## config.mk

```make
export PLATFORM = sky130hd
export DESIGN_NAME = irq_route_master
export DESIGN_NICKNAME = d
export VERILOG_FILES = /design/src/rtl/irqr_pkg.sv /design/src/rtl/irqr_pending.sv /design/src/rtl/irqr_regs.sv /design/src/rtl/irqr_levels.sv /design/src/rtl/irq_route_master.sv
export SDC_FILE = /design/constraint.sdc
export NUM_CORES = 1
export LEC_CHECK = 0
export CORE_AREA = 4 4 141 143
export CTS_BUF_LIST = sky130_fd_sc_hd__clkbuf_16
export DETAILED_ROUTE_END_ITERATION = 8
export DIE_AREA = 0 0 145 147
export DONT_BUFFER_PORTS = 1
export GPL_ROUTABILITY_DRIVEN = 1
export PLACE_DENSITY = 0.46
export SKIP_LAST_GASP = 1
export SYNTH_ARGS = -nofsm -noshare
export SYNTH_HDL_FRONTEND = slang
export SYNTH_SLANG_ARGS = --single-unit
```

## constraint.sdc

```tcl
create_clock -name clk -period 1.6 [get_ports clk]
set_clock_uncertainty 0.2 [all_clocks]
set_input_delay 0.08 -clock clk [delete_from_list [all_inputs] [get_ports clk]]
set_output_delay 0.08 -clock clk [all_outputs]
set_load 0.005 [all_outputs]
```

## src/rtl/irqr_pkg.sv

```systemverilog
package irqr_pkg;
  localparam int NSRC = 32;
  localparam int NLVL = 16;
  localparam int GOFF_BIT = 31;
  localparam logic [NSRC-1:0] IMPL_MASK = 32'hF05D_FF80;

  typedef enum logic [2:0] {
    W_PEND = 3'd0,
    W_DIS  = 3'd1,
    W_EN   = 3'd2,
    W_MASK = 3'd3,
    W_TGT  = 3'd4
  } word_e;

  function automatic logic [3:0] src_level(input int b);
    logic [3:0] lv;
    if (b < 14) begin
      case (b % 7)
        0: lv = 4'd2;
        1: lv = 4'd3;
        2: lv = 4'd5;
        3: lv = 4'd7;
        4: lv = 4'd9;
        5: lv = 4'd11;
        default: lv = 4'd13;
      endcase
    end else begin
      case (b)
        14, 15: lv = 4'd12;
        16: lv = 4'd6;
        17: lv = 4'd13;
        18: lv = 4'd4;
        19: lv = 4'd10;
        20: lv = 4'd8;
        21: lv = 4'd9;
        22: lv = 4'd11;
        27, 28, 29, 30: lv = 4'd15;
        default: lv = 4'd0;
      endcase
    end
    return lv;
  endfunction

  function automatic logic [NSRC-1:0] live_mask();
    logic [NSRC-1:0] m;
    for (int b = 0; b < NSRC; b++) m[b] = (src_level(b) != 4'd0);
    return m;
  endfunction

  function automatic logic [NSRC-1:0] top_mask();
    logic [NSRC-1:0] m;
    for (int b = 0; b < NSRC; b++) m[b] = (src_level(b) == 4'd15);
    return m;
  endfunction
endpackage

```

## src/rtl/irqr_pending.sv

```systemverilog
module irqr_pending
  import irqr_pkg::*;
(
  input  logic            clk,
  input  logic            rst,
  input  logic [NSRC-1:0] src_i,
  output logic [NSRC-1:0] pend_o,
  output logic            up_o,
  output logic            down_o
);
  localparam logic [NSRC-1:0] LIVE = live_mask();
  localparam logic [NSRC-1:0] TOP  = top_mask();

  logic [NSRC-1:0] live;
  assign live = src_i & LIVE;

  always_ff @(posedge clk) begin
    if (rst) begin
      pend_o <= '0;
      up_o   <= 1'b0;
      down_o <= 1'b0;
    end else begin
      pend_o <= live;
      up_o   <= |(live & ~pend_o & TOP);
      down_o <= |(~live & pend_o & TOP);
    end
  end

  // a rise strobe means some level-15 source is now pending
  a_r10_up_has_top: assert property (@(posedge clk) disable iff (rst)
    up_o |-> ((pend_o & TOP) != '0));
  // a fall strobe means some level-15 source was pending before
  a_r10_down_had_top: assert property (@(posedge clk) disable iff (rst)
    down_o |-> (($past(pend_o) & TOP) != '0));
endmodule

```

## src/rtl/irqr_regs.sv

```systemverilog
module irqr_regs
  import irqr_pkg::*;
#(
  parameter int ADDR_W = 5,
  parameter int TGT_W  = 4
) (
  input  logic              clk,
  input  logic              rst,
  input  logic [ADDR_W-1:0] addr_i,
  input  logic              wr_i,
  input  logic              rd_i,
  input  logic [NSRC-1:0]   wdata_i,
  input  logic [NSRC-1:0]   pend_i,
  output logic [NSRC-1:0]   rdata_o,
  output logic              rvalid_o,
  output logic [NSRC-1:0]   dis_o,
  output logic [TGT_W-1:0]  tgt_o
);
  logic [2:0]      word;
  logic [NSRC-1:0] dis_q;
  logic [NSRC-1:0] wmask;
  logic            unused_lowaddr;

  assign word           = addr_i[4:2];
  assign unused_lowaddr = ^addr_i[1:0];
  assign wmask          = wdata_i & IMPL_MASK;
  // unimplemented bits are held at one, so they can never be cleared
  assign dis_o          = dis_q | ~IMPL_MASK;

  always_ff @(posedge clk) begin
    if (rst) begin
      dis_q    <= '0;
      tgt_o    <= '0;
      rdata_o  <= '0;
      rvalid_o <= 1'b0;
    end else begin
      rvalid_o <= rd_i;
      if (rd_i) begin
        case (word)
          W_PEND:  rdata_o <= pend_i & ~(NSRC'(1) << GOFF_BIT);
          W_DIS:   rdata_o <= dis_q & IMPL_MASK;
          W_TGT:   rdata_o <= NSRC'(tgt_o);
          default: rdata_o <= '0;
        endcase
      end
      if (wr_i) begin
        case (word)
          W_EN:    dis_q <= dis_q & ~wmask;
          W_MASK:  dis_q <= dis_q | wmask;
          W_TGT:   tgt_o <= wdata_i[TGT_W-1:0];
          default: ;
        endcase
      end
    end
  end

  // a target write is visible on the next cycle
  a_r5_tgt_load: assert property (@(posedge clk) disable iff (rst)
    (wr_i && word == W_TGT) |=> (tgt_o == $past(wdata_i[TGT_W-1:0])));
  // after an enable write, none of the written implemented bits remain disabled
  a_r4_enable_clears: assert property (@(posedge clk) disable iff (rst)
    (wr_i && word == W_EN) |=> ((dis_o & $past(wdata_i) & IMPL_MASK) == '0));
  // reset leaves target zero and no read pending
  a_r11_reset_state: assert property (@(posedge clk)
    rst |=> (tgt_o == '0 && !rvalid_o && !dis_o[GOFF_BIT]));
endmodule

```

## src/rtl/irqr_levels.sv

```systemverilog
module irqr_levels
  import irqr_pkg::*;
#(
  parameter int NCPU  = 16,
  parameter int TGT_W = 4
) (
  input  logic               clk,
  input  logic               rst,
  input  logic [NSRC-1:0]    pend_i,
  input  logic [NSRC-1:0]    dis_i,
  input  logic [TGT_W-1:0]   tgt_i,
  output logic [NCPU*NLVL-1:0] cpu_lvl_o,
  output logic               goff_o
);
  logic [NSRC-1:0] act;
  logic [NLVL-1:0] hard;

  assign act    = pend_i & ~dis_i;
  assign goff_o = dis_i[GOFF_BIT];

  always_comb begin
    hard = '0;
    if (!goff_o) begin
      for (int b = 0; b < NSRC; b++) begin
        if (act[b]) hard[src_level(b)] = 1'b1;
      end
    end
    hard[0] = 1'b0;
  end

  for (genvar c = 0; c < NCPU; c++) begin : g_cpu
    assign cpu_lvl_o[c*NLVL +: NLVL] = (tgt_i == TGT_W'(c)) ? hard : '0;

    // a processor that is not the target sees no hard levels
    a_r8_off_target: assert property (@(posedge clk) disable iff (rst)
      (tgt_i != TGT_W'(c)) |-> (cpu_lvl_o[c*NLVL +: NLVL] == '0));
    // level 0 is never signalled
    a_r8_no_level0: assert property (@(posedge clk) disable iff (rst)
      !cpu_lvl_o[c*NLVL]);
  end

  // global disable silences every processor
  a_r7_goff_quiet: assert property (@(posedge clk) disable iff (rst)
    goff_o |-> (cpu_lvl_o == '0));
endmodule

```

## src/rtl/irq_route_master.sv

```systemverilog
module irq_route_master
  import irqr_pkg::*;
#(
  parameter int NCPU   = 16,
  parameter int ADDR_W = 5,
  parameter int TGT_W  = (NCPU > 1) ? $clog2(NCPU) : 1
) (
  input  logic                 clk,
  input  logic                 rst,
  input  logic [NSRC-1:0]      src_lvl,
  input  logic [ADDR_W-1:0]    bus_addr,
  input  logic                 bus_wr,
  input  logic                 bus_rd,
  input  logic [NSRC-1:0]      bus_wdata,
  output logic [NSRC-1:0]      bus_rdata,
  output logic                 bus_rvalid,
  output logic [NCPU*NLVL-1:0] cpu_lvl,
  output logic [TGT_W-1:0]     tgt_cpu,
  output logic                 glob_off,
  output logic                 l15_up,
  output logic                 l15_down
);
  logic [NSRC-1:0] pend;
  logic [NSRC-1:0] dis;

  irqr_pending u_pend (
    .clk    (clk),
    .rst    (rst),
    .src_i  (src_lvl),
    .pend_o (pend),
    .up_o   (l15_up),
    .down_o (l15_down)
  );

  irqr_regs #(.ADDR_W(ADDR_W), .TGT_W(TGT_W)) u_regs (
    .clk      (clk),
    .rst      (rst),
    .addr_i   (bus_addr),
    .wr_i     (bus_wr),
    .rd_i     (bus_rd),
    .wdata_i  (bus_wdata),
    .pend_i   (pend),
    .rdata_o  (bus_rdata),
    .rvalid_o (bus_rvalid),
    .dis_o    (dis),
    .tgt_o    (tgt_cpu)
  );

  irqr_levels #(.NCPU(NCPU), .TGT_W(TGT_W)) u_lvl (
    .clk       (clk),
    .rst       (rst),
    .pend_i    (pend),
    .dis_i     (dis),
    .tgt_i     (tgt_cpu),
    .cpu_lvl_o (cpu_lvl),
    .goff_o    (glob_off)
  );
endmodule

```

==> out/qor.yml, run 1 <==
antennaDiodeCount: 0
wl_um: 26060
synth_enable_flop_cells: 0
final_area_um2: 9273
cts.path.max_buffers: 2
antenna_found_initial: 0
num_vias: 5435
synth_largest_area_cell: "dfxtp_1"
grt_pass1_vias: 5348
synth-compound-area-share_pct: 13.31
ys.flop_type: "dfxtp_1"
wl_per_cell_um: 25.30
io_buffer_count: 0
synth_area_um2: 4943
rsz0062_at_grt: "yes"
drive_gt1_share_pct: 49.62
grt-ovfl-total: 0
report.final.slew_viol_count: 0
start_util_pct: 26.61
syn_inst: 617
p_leak_nw: 3.308
syn_avg_cell_area_um2: 8.012
outcome: "finished, violations left"
rr_worst_depth: 4
final_nets: 865
max_slew_margin_pct: 46.22
power_switching_mw: 1.510
area_delta_synth_final_pct: 87.57
cp.arrival_ns: 1.77
worstHoldStart: "bus_rd"
cts-root-buf: "clkbuf_16"
netlist_top_cells_area: "dfxtp_1 (32%), nor2_1 (12%), mux2i_1 (8.7%)"
fin_crit_ns: 2.046
min_period_over_period_pct: 127.9
synth-xor-area-share_pct: 0
drv_cap: 0
cts_made_buffers: 9
startpoint: "u_regs.tgt_o[1]$_SDFFE_PP0P_"
final_core_util_pct: 49.91
pwr-share-seq_pct: 39.9
vias_per_cell: 5.277
grt_max_degree: 51
place_area_um2: 5464
tritoncts: "done"
die_area_um2: 21320
setup_ws_ns: -0.4464
async_flop_share_pct: 0
place_congestion: 0.7953
grt_pass1_wl_um: 34720
chipHeight_um: 147
yosysSeqAreaShare_pct: 32.40
synthMuxAreaShare_pct: 8.707
dp_slack_ns: -0.2616
hold_path.class: "in2reg"
whs_path_depth: 3
worst-slew-pin-transition_ns: 0.8067
yosysTopAreaCellShare_pct: 32.40
worst_hold_path.endpoint: "u_regs.rdata_o[22]$_SDFFE_PP0P_"
clkSlewWorstSetupHoldPaths_ns: 0.06
p_sw_share_pct: 28.70
yosysMostFrequentCell: "nor2_1"
finalHoldWorstSlack_ns: -0.009681
combPwrFrac_pct: 22.2
htreeDepth: 3
synth_top_family_by_area: "simple AND/OR/NAND/NOR gates"
drt_pre_antenna_iters: 5
crit_required_ns: 1.32
setup_viol: 213
synth_cell_type_count: 30
gr-usage-all-layers_pct: 20.92
end_kind: "output port"
ant_nets: 0
drcViolationCount: 0
regToRegSetupSlack_ns: 0.05
row_count: 50
ys_seq_elements: 80
yosysWarnings: 0
drt_iter0_drc: 321
synth_common_cells: "nor2_1 (162), dfxtp_1 (80), buf_4 (52), clkbuf_1 (51), mux2i_1 (43)"
worstPathMaxFanout: 7
clock.fmax_ghz: 0.4887
die_w_um: 145
synth_simple_gate_area_share_pct: 30.30
p_clk_share_pct: 37.9
peakVddDrop_v: 0.0007068
intPower_mw: 3.750
crit_path_start_kind: "flip-flop"
hold_violations: 5
place.detailed.hpwl_um: 14700
core_um2: 18580
clkSinkCount: 80
clock_latency_ns: 0.33
crit_type: "reg2out"
p_per_area_nw_per_um2: 567.3
synth_fa_ha_area_share_pct: 0
finalSetupTns_ns: -61.53
ioPinCount: 369
violations: "hold timing, setup timing"
r2r_end: "u_regs.tgt_o[0]$_SDFFE_PP0P_"
rr_startpoint: "u_regs.tgt_o[0]$_SDFFE_PP0P_"
[timing repair]
| action | in CTS | in global routing |
|---|---|---|
| endpoints found under the setup margin | 208 | 239 |
| endpoints found under the hold margin | 80 | 6 |
| resized for setup | 220 | 263 |
| cloned | 9 | 8 |
| setup buffers | 20 | 15 |
| pin swaps | 46 | 121 |
| hold buffers | 97 | 3 |
[critical path: stages (launching register included)]
cell,delay [ns]
dfxtp_4,0.37
buf_6,0.14
or4_4,0.62
buf_12,0.20
nor2_4,0.09
[cell type report]
cell class | count | area, um2
clock buffers | 9 | 225.2
multi-input cells | 457 | 4259
clock inverters | 6 | 53.80
inverters | 1 | 3.754
flip-flops and latches | 80 | 1623
well taps | 234 | 292.8
fillers | 1599 | 9308
repair buffers | 243 | 2815
[stage by stage]
stage / instances / power [mW] / hold slack, ns
after floorplan: 668 / 2.603 / 0.008177
after global placement: 868 / 2.621 / -0.04234
after detailed placement: 868 / 2.638 / -0.04166
after CTS: 1009 / 5.086 / 0.005586
after global routing: 1030 / 5.446 / 0.004458
final: 1030 / 5.260 / -0.009681
[routing by layer]
layer	vias to the layer above	GRT usage, %	wire length [um]
met5	-	0	0
met4	0	5.843	487
met3	25	7.958	2124
met2	281	37.86	13720
met1	2761	22.97	9723
li1	2368	-	-
[worst max path at each step]
stage / to / slack, ns / depth (start not counted)
floorplan: cpu_lvl[11] / 0.04 / 3
global placement: cpu_lvl[223] / -0.19 / 5
detailed placement: cpu_lvl[223] / -0.26 / 5
CTS: cpu_lvl[9] / -0.45 / 4
global route: cpu_lvl[47] / -0.48 / 4
finish: cpu_lvl[8] / -0.45 / 4
[logic make-up (layout without fill, tap and decap cells)]
family | count (synthesis) | count (layout)
AO/OA/AOI/OAI | 78 | 78
multiplexers | 43 | 43
buffers and inverters | 134 | 259
flip-flops | 80 | 80
AND/OR/NAND/NOR | 281 | 284
other | 1 | 52
[cell usage in the layout (no fill, tap or decap), types with 6 or more instances in the layout]
cell,instances
nor2_4,121
dlygate4sd3_1,90
clkbuf_16,16
nor2_2,29
a211oi_2,26
nand2b_1,40
dfxtp_1,73
buf_16,7
a311oi_2,15
buf_12,23
nand4b_1,22
a211oi_4,6
buf_6,44
conb_1,52
or3b_4,13
nor2_1,12
nor2b_1,28
mux2i_1,43
a32o_1,6
buf_4,64
o2bb2ai_1,21
[power groups by stage]
stage,logic (mW),registers (mW),clock network [mW]
final,1.17,2.10,1.99
after global routing,1.23,2.11,2.11
after CTS,0.962,2.10,2.03
after detailed placement,0.500,2.14,0
after global placement,0.486,2.13,0
after floorplan,0.480,2.12,0
(Power assumes the default switching activity.)
==> inputs of run 2 (changes only) <==
--- a/config.mk
+++ b/config.mk
@@ -7,11 +7,13 @@
 export LEC_CHECK = 0
 export CORE_AREA = 4 4 141 143
 export CTS_BUF_LIST = sky130_fd_sc_hd__clkbuf_16
+export CTS_CLUSTER_DIAMETER = 200
 export DETAILED_ROUTE_END_ITERATION = 8
 export DIE_AREA = 0 0 145 147
 export DONT_BUFFER_PORTS = 1
 export GPL_ROUTABILITY_DRIVEN = 1
 export PLACE_DENSITY = 0.46
+export RECOVER_POWER = 100
 export SKIP_LAST_GASP = 1
 export SYNTH_ARGS = -nofsm -noshare
 export SYNTH_HDL_FRONTEND = slang
==> out/qor.yml, run 2 (synthesis gave the netlist of run 1 again) <==
outcome: "finished, violations left"
violations: "hold timing, setup timing"
core_um2: 18580
p_sw_share_pct: 28.83
dp_slack_ns: -0.2616
clkSinkCount: 80
cts-root-buf: "clkbuf_16"
wl_per_cell_um: 25.32
worst_hold_path.endpoint: "u_regs.tgt_o[1]$_SDFFE_PP0P_"
antennaDiodeCount: 0
final_area_um2: 9230
grt_pass1_wl_um: 34720
hold_violations: 3
report.final.slew_viol_count: 0
regToRegSetupSlack_ns: 0.04
hold_path.class: "in2reg"
clkSlewWorstSetupHoldPaths_ns: 0.06
placedCellCount: 868
final_common_cell: "nor2_4"
rr_worst_depth: 4
end_kind: "output port"
clock_latency_ns: 0.33
crit_type: "reg2out"
seqCellArea_um2: 1623
cp.arrival_ns: 1.77
fin_crit_ns: 2.047
crit_path_start_kind: "flip-flop"
grt-ovfl-total: 0
whs_path_depth: 4
ant_nets: 0
p_per_area_nw_per_um2: 569.6
cts_made_buffers: 9
power_switching_mw: 1.516
p_clk_share_pct: 38.0
drt_pre_antenna_iters: 6
worstPathMaxFanout: 7
place_congestion: 0.7953
setup_ws_ns: -0.4474
fin_cells: 1030
wl_um: 26080
crit_required_ns: 1.32
die_area_um2: 21320
drt_iter0_drc: 321
gr-usage-all-layers_pct: 20.92
pwr-share-seq_pct: 39.9
drcViolationCount: 0
worst-slew-pin-transition_ns: 0.8608
chipHeight_um: 147
antenna_found_initial: 0
max_slew_margin_pct: 42.62
peakVddDrop_v: 0.0007108
r2r_end: "u_regs.tgt_o[0]$_SDFFE_PP0P_"
setup_viol: 220
drv_cap: 0
combPwrFrac_pct: 22.0
rr_startpoint: "u_regs.tgt_o[0]$_SDFFE_PP0P_"
place.detailed.hpwl_um: 14700
vias_per_cell: 5.269
htreeDepth: 3
drive_gt1_share_pct: 49.25
row_count: 50
finalHoldWorstSlack_ns: -0.007607
grt_max_degree: 51
ioPinCount: 369
mostFrequentLayoutCells: "nor2_4 (121), dlygate4sd3_1 (90), dfxtp_1 (73)"
die_w_um: 145
n_fill_cell: 1602
start_util_pct: 26.61
multiInputGateArea_um2: 4245
worstHoldStart: "bus_addr[2]"
num_vias: 5427
rsz0062_at_grt: "yes"
p_leak_nw: 3.287
grt_pass1_vias: 5348
cts.path.max_buffers: 2
tritoncts: "done"
intPower_mw: 3.742
place_area_um2: 5464
area_delta_synth_final_pct: 86.71
min_period_over_period_pct: 128.0
io_buffer_count: 0
final_nets: 865
clock.fmax_ghz: 0.4884
[run 2: area by class of cell]
class / instances / share of cell area [%]
multi-input cells: 457 / 45.99
flip-flops and latches: 80 / 17.58
clock buffers: 9 / 2.440
clock inverters: 6 / 0.5829
well taps: 234 / 3.172
inverters: 1 / 0.04067
repair buffers: 243 / 30.19
[run 2: through the flow]
| stage | total power [mW] | util [%] | setup TNS [ns] |
|---|---|---|---|
| global route | 5.436 | 49.68 | -73.55 |
| detailed placement | 2.638 | 29.41 | -14.21 |
| CTS | 5.086 | 42.53 | -68.34 |
| global placement | 2.621 | 29.41 | -6.654 |
| finish | 5.258 | 49.68 | -62.10 |
| floorplan | 2.603 | - | 0 |
[run 2: timing repair]
action                                 in CTS  in global routing
pin swaps                                  46                121
gates cloned                                9                  8
hold buffers                               97                  3
buffers inserted                           20                 15
gates resized for setup                   220                263
endpoints found under the hold margin      80                  6
setup endpoints to repair                 208                239
[run 2: power groups by stage]
| stage | Clock, mW | Combinational [mW] | Sequential (mW) |
|---|---|---|---|
| 3_3_place_gp | 0 | 0.486 | 2.13 |
| 5_1_grt | 2.11 | 1.22 | 2.11 |
| 4_1_cts | 2.03 | 0.962 | 2.10 |
| 2_1_floorplan | 0 | 0.480 | 2.12 |
| 3_5_place_dp | 0 | 0.500 | 2.14 |
| 6_report | 2.00 | 1.16 | 2.10 |
[run 2: worst max-delay path by stage]
stage                                  from            to  slack, ns  cells past startpoint
2_1_floorplan  u_regs.tgt_o[1]$_SDFFE_PP0P_   cpu_lvl[11]       0.04                      3
3_3_place_gp   u_regs.tgt_o[0]$_SDFFE_PP0P_  cpu_lvl[223]      -0.19                      5
3_5_place_dp   u_regs.tgt_o[0]$_SDFFE_PP0P_  cpu_lvl[223]      -0.26                      5
4_1_cts        u_regs.tgt_o[1]$_SDFFE_PP0P_    cpu_lvl[9]      -0.45                      4
5_1_grt        u_regs.tgt_o[1]$_SDFFE_PP0P_   cpu_lvl[47]      -0.48                      4
6_report       u_regs.tgt_o[1]$_SDFFE_PP0P_    cpu_lvl[8]      -0.45                      4
[run 2: per-layer routing]
layer	wire (um)	vias up	part of all wire, %	track usage (%)
met5	0	-	0	0
met4	522	0	2.0	5.843
met3	2119	29	8.1	7.958
met2	13650	288	52	37.86
met1	9787	2742	38	22.97
li1	-	2368	-	-
[run 2: worst max-delay path, stage by stage, from the launching register on]
cell,delay [ns]
dfxtp_4,0.37
buf_6,0.14
or4_4,0.62
buf_12,0.20
nor2_4,0.09
